`config.mk`:
```
export PLATFORM = sky130hd
export DESIGN_NAME = pin_event_irq
export DESIGN_NICKNAME = d
export VERILOG_FILES = /design/src/rtl/pin_event_pkg.sv /design/src/rtl/pin_event_regs.sv /design/src/rtl/pin_event_prescale.sv /design/src/rtl/pin_event_cell.sv /design/src/rtl/pin_event_irq.sv
export SDC_FILE = /design/constraint.sdc
export NUM_CORES = 1
export LEC_CHECK = 0
export ABC_AREA = 1
export BUFFER_PORTS_ARGS = -buffer_cell sky130_fd_sc_hd__buf_2
export CELL_PAD_IN_SITES_DETAIL_PLACEMENT = 0
export CELL_PAD_IN_SITES_GLOBAL_PLACEMENT = 1
export CORE_UTILIZATION = 42
export CTS_BUF_LIST = sky130_fd_sc_hd__clkbuf_16
export CTS_CLUSTER_SIZE = 12
export DETAILED_ROUTE_END_ITERATION = 16
export PLACE_DENSITY = 0.78
export REMOVE_ABC_BUFFERS = 1
export SLEW_MARGIN = 20
export SYNTH_ARGS = -nofsm -noshare
export SYNTH_HDL_FRONTEND = slang
export SYNTH_SLANG_ARGS = --single-unit
```
`constraint.sdc`:
```
create_clock -name clk_i -period 3.3 [get_ports clk_i]
set_input_delay 0.33 -clock clk_i [delete_from_list [all_inputs] [get_ports clk_i]]
set_output_delay 0.33 -clock clk_i [all_outputs]
set_load 0.01 [all_outputs]
```
`src/rtl/pin_event_pkg.sv`:
```
package pin_event_pkg;
  localparam int unsigned ADDR_W = 9;
  localparam int unsigned SEL_W  = 4;
  localparam int unsigned CTRL_W = SEL_W + 2;

  localparam logic [ADDR_W-1:0] OFS_DBNC = 9'h014;
  localparam logic [ADDR_W-1:0] OFS_TRIG = 9'h018;
  localparam logic [ADDR_W-1:0] OFS_ENAB = 9'h01C;
  localparam logic [ADDR_W-1:0] OFS_FLAG = 9'h020;
  localparam logic [ADDR_W-1:0] OFS_CTRL = 9'h180;

  // bit 5 keep-alive, bit 4 slow source, bits [3:0] period select
  typedef struct packed {
    logic             keep;
    logic             slow;
    logic [SEL_W-1:0] sel;
  } ctrl_t;
endpackage

```
`src/rtl/pin_event_regs.sv`:
```
module pin_event_regs
  import pin_event_pkg::*;
#(
  parameter int unsigned PINS   = 16,
  parameter int unsigned DATA_W = 32
) (
  input  logic              clk_i,
  input  logic              rst_i,
  input  logic              wr_en_i,
  input  logic              rd_en_i,
  input  logic [ADDR_W-1:0] addr_i,
  input  logic [DATA_W-1:0] wdata_i,
  input  logic [PINS-1:0]   flag_q_i,
  output logic [DATA_W-1:0] rdata_o,
  output logic [PINS-1:0]   dbnc_en_o,
  output logic [PINS-1:0]   trig_lvl_o,
  output logic [PINS-1:0]   fall_en_o,
  output logic [PINS-1:0]   rise_en_o,
  output ctrl_t             ctrl_o,
  output logic [PINS-1:0]   flag_clr_o
);
  localparam int unsigned HALF = DATA_W / 2;

  logic [DATA_W-1:0] rd_mux;

  always_ff @(posedge clk_i) begin
    if (rst_i) begin
      dbnc_en_o  <= '0;
      trig_lvl_o <= '0;
      fall_en_o  <= '0;
      rise_en_o  <= '0;
      ctrl_o     <= '0;
    end else if (wr_en_i) begin
      case (addr_i)
        OFS_DBNC: dbnc_en_o  <= wdata_i[PINS-1:0];
        OFS_TRIG: trig_lvl_o <= wdata_i[PINS-1:0];
        OFS_ENAB: begin
          fall_en_o <= wdata_i[PINS-1:0];
          rise_en_o <= wdata_i[HALF +: PINS];
        end
        OFS_CTRL: ctrl_o <= ctrl_t'(wdata_i[CTRL_W-1:0]);
        default: ;
      endcase
    end
  end

  assign flag_clr_o = (wr_en_i && addr_i == OFS_FLAG) ? wdata_i[PINS-1:0] : '0;

  always_comb begin
    rd_mux = '0;
    case (addr_i)
      OFS_DBNC: rd_mux[PINS-1:0] = dbnc_en_o;
      OFS_TRIG: rd_mux[PINS-1:0] = trig_lvl_o;
      OFS_ENAB: begin
        rd_mux[PINS-1:0]    = fall_en_o;
        rd_mux[HALF +: PINS] = rise_en_o;
      end
      OFS_FLAG: rd_mux[PINS-1:0] = flag_q_i;
      OFS_CTRL: rd_mux[CTRL_W-1:0] = ctrl_o;
      default:  rd_mux = '0;
    endcase
  end

  always_ff @(posedge clk_i) begin
    if (rst_i)        rdata_o <= '0;
    else if (rd_en_i) rdata_o <= rd_mux;
  end
endmodule

```
`src/rtl/pin_event_prescale.sv`:
```
module pin_event_prescale
  import pin_event_pkg::*;
(
  input  logic clk_i,
  input  logic rst_i,
  input  logic slow_tick_i,
  input  ctrl_t ctrl_i,
  output logic strobe_o
);
  localparam int unsigned CNT_W = 1 << SEL_W;

  logic [CNT_W-1:0] cnt_q;
  logic [CNT_W-1:0] term;
  logic             src_tick;
  logic             hit;

  assign term     = (CNT_W'(1) << ctrl_i.sel) - CNT_W'(1);
  assign src_tick = ctrl_i.slow ? slow_tick_i : 1'b1;
  assign hit      = src_tick && (cnt_q >= term);

  always_ff @(posedge clk_i) begin
    if (rst_i) begin
      cnt_q    <= '0;
      strobe_o <= 1'b0;
    end else begin
      strobe_o <= hit;
      if (src_tick) cnt_q <= hit ? '0 : cnt_q + CNT_W'(1);
    end
  end
endmodule

```
`src/rtl/pin_event_cell.sv`:
```
module pin_event_cell (
  input  logic clk_i,
  input  logic rst_i,
  input  logic pin_i,
  input  logic strobe_i,
  input  logic keep_i,
  input  logic dbnc_i,
  input  logic lvl_i,
  input  logic fall_i,
  input  logic rise_i,
  input  logic clr_i,
  output logic flag_q_o,
  output logic flag_d_o
);
  logic active;
  logic smp_q;
  logic stab_q;
  logic prev_q;
  logic cur;
  logic edge_evt;
  logic lvl_evt;

  assign active = keep_i | fall_i | rise_i;
  assign cur    = dbnc_i ? stab_q : pin_i;

  // two matching samples in a row are needed before the filtered level moves
  always_ff @(posedge clk_i) begin
    if (rst_i) begin
      smp_q  <= 1'b0;
      stab_q <= 1'b0;
    end else if (active && strobe_i) begin
      smp_q <= pin_i;
      if (pin_i == smp_q) stab_q <= pin_i;
    end
  end

  always_ff @(posedge clk_i) begin
    if (rst_i)       prev_q <= 1'b0;
    else if (active) prev_q <= cur;
  end

  assign edge_evt = ~lvl_i & ((fall_i & prev_q & ~cur) | (rise_i & ~prev_q & cur));
  assign lvl_evt  = lvl_i & (fall_i ^ rise_i) & (fall_i ? ~pin_i : pin_i);
  assign flag_d_o = edge_evt | lvl_evt | (flag_q_o & ~clr_i);

  always_ff @(posedge clk_i) begin
    if (rst_i) flag_q_o <= 1'b0;
    else       flag_q_o <= flag_d_o;
  end
endmodule

```
`src/rtl/pin_event_irq.sv`:
```
module pin_event_irq
  import pin_event_pkg::*;
#(
  parameter int unsigned PINS    = 16,
  parameter int unsigned NUM_DED = 2,
  parameter int unsigned DATA_W  = 32
) (
  input  logic               clk_i,
  input  logic               rst_i,
  input  logic [PINS-1:0]    pins_i,
  input  logic               slow_tick_i,
  input  logic               wr_en_i,
  input  logic               rd_en_i,
  input  logic [ADDR_W-1:0]  addr_i,
  input  logic [DATA_W-1:0]  wdata_i,
  output logic [DATA_W-1:0]  rdata_o,
  output logic [NUM_DED-1:0] irq_ded_o,
  output logic               irq_common_o
);
  logic [PINS-1:0] dbnc_en;
  logic [PINS-1:0] trig_lvl;
  logic [PINS-1:0] fall_en;
  logic [PINS-1:0] rise_en;
  logic [PINS-1:0] flag_clr;
  logic [PINS-1:0] flag_q;
  logic [PINS-1:0] flag_d;
  ctrl_t           ctrl;
  logic            strobe;

  pin_event_regs #(.PINS(PINS), .DATA_W(DATA_W)) u_regs (
    .clk_i      (clk_i),
    .rst_i      (rst_i),
    .wr_en_i    (wr_en_i),
    .rd_en_i    (rd_en_i),
    .addr_i     (addr_i),
    .wdata_i    (wdata_i),
    .flag_q_i   (flag_q),
    .rdata_o    (rdata_o),
    .dbnc_en_o  (dbnc_en),
    .trig_lvl_o (trig_lvl),
    .fall_en_o  (fall_en),
    .rise_en_o  (rise_en),
    .ctrl_o     (ctrl),
    .flag_clr_o (flag_clr)
  );

  pin_event_prescale u_prescale (
    .clk_i       (clk_i),
    .rst_i       (rst_i),
    .slow_tick_i (slow_tick_i),
    .ctrl_i      (ctrl),
    .strobe_o    (strobe)
  );

  for (genvar i = 0; i < PINS; i++) begin : g_cell
    pin_event_cell u_cell (
      .clk_i    (clk_i),
      .rst_i    (rst_i),
      .pin_i    (pins_i[i]),
      .strobe_i (strobe),
      .keep_i   (ctrl.keep),
      .dbnc_i   (dbnc_en[i]),
      .lvl_i    (trig_lvl[i]),
      .fall_i   (fall_en[i]),
      .rise_i   (rise_en[i]),
      .clr_i    (flag_clr[i]),
      .flag_q_o (flag_q[i]),
      .flag_d_o (flag_d[i])
    );
  end

  always_ff @(posedge clk_i) begin
    if (rst_i) begin
      irq_ded_o    <= '0;
      irq_common_o <= 1'b0;
    end else begin
      irq_ded_o    <= flag_d[NUM_DED-1:0];
      irq_common_o <= |flag_d[PINS-1:NUM_DED];
    end
  end
endmodule

```
======== Yosys cells after proc, flatten, opt, wreduce, memory -nomap -nowiden ========
Cells that the tools add are included.
word-level totals
  bits of input ports ..................... 62
  word-level logic and storage cells ...... 482
  output and inout bits ................... 35
  flip-flop bits (word level) ............. 186
operators by class
  eq/ne operators ......................... 21
  muxes and demuxes ....................... 38
  shift operators ......................... 1
  bitwise operators ....................... 304
  magnitude comparators ................... 1
  reduce and logical (&&, ||, !) cells .... 39
  add/sub/neg operators ................... 2
operators with widths
  cell                     count
  $and A1 B1 Y1            128
  $not A1 Y1               80
  $or A1 B1 Y1             80
  $mux W16                 3
  $pmux W10 S4             1
  $reduce_and A2 Y1        20
  $mux W1                  33
  $pmux W6 S5              1
  $eq A9 B5 Y1 const B     3
  $logic_and A1 B1 Y1      18
  $add A16 B1 Y16 const B  1
  $eq A1 B1 Y1             16
  $ge A16 B16 Y1           1
  $shl A1 B4 Y16 const A   1
  $sub A16 B2 Y16 const B  1
  $xor A1 B1 Y1            16
  $reduce_or A14 Y1        1
  $eq A9 B6 Y1 const B     1
  $eq A9 B9 Y1 const B     1

======== Logic depth before layout (Yosys ltp) ========
  depth after elaboration ................. 8
  mapped depth ............................ 17

======== Modules after synthesis ========
A second synthesis with hierarchy kept.
second synthesis, totals
  cells, all modules ...................... 1,684
  area total of the unflattened synthesis .. 10,621.4 sq um
modules (own cells, without submodules)
  module              instances  area an instance (sq um)  cells an instance
  pin_event_cell      16         282.8                     51
  pin_event_regs      1          4,505.6                   634
  pin_event_prescale  1          1,463.9                   214
  pin_event_irq       1          127.6                     20

======== Worst setup path before layout ========
No wires, ideal clock.
  path kind ............................... flip-flop to flip-flop
  start ................................... register u_regs.ctrl_o[3] (netlist name)
  end ..................................... register u_prescale.cnt_q[1]
  setup time .............................. 0.117 ns
  arrival time ............................ 2.437 ns
  period minus slack after synthesis ...... 2.554 ns
  cell stages (with the launch flop) ...... 17
  slack ................................... 0.746 ns
  path through ............................ dfxtp_1 -> clkbuf_1 -> nor2_1 -> nand3_1 -> ha_1 -> o211ai_1 -> o21ai_0 -> ha_1 -> nand4_1 -> nor3_1 -> o21ai_0 -> a21o_1 -> nand2_1 -> nand2_1 -> nand2_1 -> buf_2 -> nor2_1
on the way
  cells in the longest elaborated chain, start to end .. 5
RTL lines
  what                    RTL line                  source
  start, declared         pin_event_regs.sv:19      output ctrl_t ctrl_o,
  start signal, assigned  pin_event_regs.sv:41      OFS_CTRL: ctrl_o <= ctrl_t'(wdata_i[CTRL_W-1:0]);
  $shl A1 B4 Y16          pin_event_prescale.sv:17  assign term = (CNT_W'(1) << ctrl_i.sel) - CNT_W'(1);
  $sub A16 B2 Y16         pin_event_prescale.sv:17
  $ge A16 B16 Y1          pin_event_prescale.sv:19  assign hit = src_tick && (cnt_q >= term);
  $logic_and A1 B1 Y1     pin_event_prescale.sv:19
  $mux W16                pin_event_prescale.sv:27  if (src_tick) cnt_q <= hit ? '0 : cnt_q + CNT_W'(1);
  end signal, assigned    pin_event_prescale.sv:27
  end, declared           pin_event_prescale.sv:12  logic [CNT_W-1:0] cnt_q;
Every way passes these cells.
A chain may end at the register's enable or synchronous reset.

======== Final worst setup path ========
Same ends and word-level chain as after synthesis.

==> summary.txt <==
Status: finished, final reports clean
WP data required: 3610 ps
Number of diodes: 0
RSZ-0062 raised after global routing: false
Post-layout instance area: 10,200 um^2
CORE AREA: 20,500 um^2
Fin crit share: 86.3%
Routability congestion estimate: 0.828
Register area share after synthesis: 41.5%
Top FF cell, synth: dfxtp_1
Max-slew violation count: 0
Max-cap violations: 0
Hold Crit Start: wdata_i[30]
Share of the core filled with cells: 49.7%
Setup CP Type: reg -> reg
Root Buffer: clkbuf_16
Startpoint class of the critical path: flip-flop
Reg2reg start: u_regs.ctrl_o[3]$_SDFFE_PP0P_
Post-synthesis cell type count: 41
Longest Clk Path Bufs: 2
CP Max Fanout: 16
Min Tclk post-route: 2850 ps
Die area: 21,700 um^2
WHS Path Cells: 3
Synth area leaders: dfxtp_1 (41%), nand2_1 (9.7%), o21ai_0 (9.0%), a21oi_1 (8.7%), inv_1 (6.4%)
Post-DRT Antenna Nets: 0
Peak Freq: 351 MHz
Share of cells above drive strength 1: 11.6%
Post-synth top area cell: dfxtp_1
P per Cell Area: 454 nW/um^2
Slew margin rel.: 26.5%
Yosys Warn Count: 0
Die Ht: 147 um
Post-Syn Area: 8880 um^2
Residual DRC: 0
Layout area overhead: 14.6%
Yosys top cell area share: 41.5%
Mapped Cells: 1,266
Worst slew pin tran: 1100 ps
First-pass GRT wire length: 41,000 um
CTS Hold Buffers Added: 0
Final hold vios: 0
Post-CTS Repair Setup Buffers: 0
Crit path DAT: 3160 ps
# nets final: 1,429
CTS clk-pin slew, worst paths: 70 ps
DP HPWL: 17,400 um
Worst hold path endpoint: u_regs.rise_en_o[14]$_SDFFE_PP0P_
Final setup fails: 0
Routed vias: 8,565
Endpoint type of the worst setup path: flip-flop
Worst R2R Path Depth: 14
Tot Pwr: 4630 uW
Starting Density: 43.3%
Hold/Removal Path Class: in -> reg
Leakage power: 0.00425 uW
Final hold slack: 170 ps
Row count: 52
#FFs+latches synth: 184
Post-Place Cell Area: 9600 um^2
Post_cts resized: 0
Clk sinks: 184
Largest net degree at the start of global routing: 48
Worst-case clock skew: 17.4 ps
I/O pin cnt: 97
EDFF count, synth: 0
Vias in the first global route: 7,817
Final TNS setup: 0 ps
Wire per inst: 15.8 um
H-tree levels: 4
Number of DRC markers in iteration 0: 526
TritonCTS Buffers: 17
R2R Setup Slk: 450 ps
CTS tree: done
Worst IR drop on VDD: 0.284 mV
Port-buffer cells: 96
Die Wd: 147 um
Drt total wl: 25,700 um
Syn avg cell area: 7.02 um^2
R2r endpoint: u_prescale.cnt_q[1]$_SDFFE_PP0P_
Initial antenna violation count: 0
Total congestion overflow: 0
Clk Latency, worst-skew pair: 440 ps
Ys async rst share: 0%
Vias per inst: 5.25
Pre-antenna DRT Iters: 5
All-Layer GR Usage: 24.3%
==> layout by cell type (no fill, tap or decap), types with 5 or more instances in the layout <==
cell type / synthesis / layout
inv_1: 152 / 153
buf_4: 4 / 17
a211oi_1: 17 / 17
nor2_1: 105 / 105
dfxtp_1: 184 / 184
a21oi_2: 6 / 6
buf_2: 9 / 96
nand3_1: 59 / 59
o21ai_0: 159 / 159
ha_1: 18 / 18
a21oi_1: 154 / 154
a31oi_1: 11 / 11
o22ai_1: 15 / 15
o21ai_1: 8 / 8
nand4_1: 23 / 23
clkbuf_16: 0 / 17
xor2_1: 8 / 8
nand2_1: 229 / 229
nor3_1: 31 / 31
xnor2_1: 5 / 5
==> critical path, stage by stage, from the launching register on <==
cell and delay [ps]:
dfxtp_1 370, nor2_1 290, nand3_1 120, ha_1 280, o211ai_1 110, o21ai_0 110, ha_1 300, nand4_1 110
nor3_1 150, o21ai_0 110, a21o_1 160, nand2_1 50, nand2_1 60, nand2_1 430, nor2_1 80
==> where the power goes <==
group	switching, uW	total [uW]	internal [uW]	leakage [uW]
clock network	898	2080	1180	0.000288
registers	15.9	2260	2250	0.00149
logic	193	284	90.9	0.00247
total	1110	4630	3520	0.00425
==> cells in the mapped netlist, types with 4 or more instances <==
| cell type | n |
|---|---|
| inv_1 | 152 |
| o2111ai_1 | 4 |
| nand2_1 | 229 |
| ha_1 | 18 |
| o21ai_1 | 8 |
| clkbuf_1 | 32 |
| buf_4 | 4 |
| o22ai_1 | 15 |
| xor2_1 | 8 |
| xnor2_1 | 5 |
| a21oi_1 | 154 |
| a31oi_1 | 11 |
| nor3_1 | 31 |
| nand3_1 | 59 |
| a21oi_2 | 6 |
| a211oi_1 | 17 |
| o21ai_0 | 159 |
| nand4_1 | 23 |
| nor2_1 | 105 |
| buf_2 | 9 |
| dfxtp_1 | 184 |
==> metrics by stage <==
stage	std cells	setup slack [ps]
floorplan	1217	868
global placement	1600	479
detailed placement	1600	422
CTS	1631	422
global route	1631	32.4
finish	1631	453
==> worst max-delay path by stage <==
stage / start / end / slack, ps
2_1_floorplan: u_regs.ctrl_o[3]$_SDFFE_PP0P_ / u_prescale.cnt_q[0]$_SDFFE_PP0P_ / 870
3_3_place_gp: u_regs.ctrl_o[3]$_SDFFE_PP0P_ / u_prescale.cnt_q[2]$_SDFFE_PP0P_ / 480
3_5_place_dp: u_regs.ctrl_o[3]$_SDFFE_PP0P_ / u_prescale.cnt_q[2]$_SDFFE_PP0P_ / 420
4_1_cts: u_regs.ctrl_o[3]$_SDFFE_PP0P_ / u_prescale.cnt_q[1]$_SDFFE_PP0P_ / 420
5_1_grt: u_regs.ctrl_o[3]$_SDFFE_PP0P_ / u_prescale.cnt_q[5]$_SDFFE_PP0P_ / 30
6_report: u_regs.ctrl_o[3]$_SDFFE_PP0P_ / u_prescale.cnt_q[1]$_SDFFE_PP0P_ / 450
==> flip-flops by register name, summed over array words and instances (netlist names) <==
name	flops
u_regs.rise_en_o	16
g_cell.u_cell.stab_q	16
u_prescale.strobe_o	1
u_regs.rdata_o	32
u_regs.ctrl_o	6
u_prescale.cnt_q	16
u_regs.dbnc_en_o	16
irq_ded_o	2
g_cell.u_cell.flag_q_o	14
u_regs.fall_en_o	16
u_regs.trig_lvl_o	16
g_cell.u_cell.smp_q	16
irq_common_o	1
g_cell.u_cell.prev_q	16
==> cell type report <==
class / instances / area [um^2]
clock buffer: 17 / 425
clock inverter: 14 / 159
fill: 2110 / 10300
inverter: 156 / 589
multi-input combinational: 877 / 4380
sequential: 184 / 3680
tap: 270 / 338
timing repair buffer: 113 / 608
==> metal layers <==
metal | share of wire (%) | up-vias | track usage (%)
met3 | 5.0 | 18 | 4.07
met5 | 0 | - | 0
met4 | 0.90 | 0 | 5.26
met2 | 46 | 208 | 39.5
li1 | - | 4419 | -
met1 | 48 | 3920 | 33.7
==> kinds of logic (layout without fill, tap and decap cells) <==
kind of cell | count (synthesis) | in the layout | synth area share, %
AND/OR/NAND/NOR | 461 | 461 | 22.2
AO/OA/AOI/OAI | 384 | 384 | 23.2
buffers and inverters | 205 | 300 | 9.24
flip-flops | 184 | 184 | 41.5
adder cells (fa/ha/maj) | 18 | 18 | 2.54
XOR/XNOR | 13 | 13 | 1.28
other | 1 | 1 | 0.0422
No activity file was read; power rests on OpenSTA's default activity.
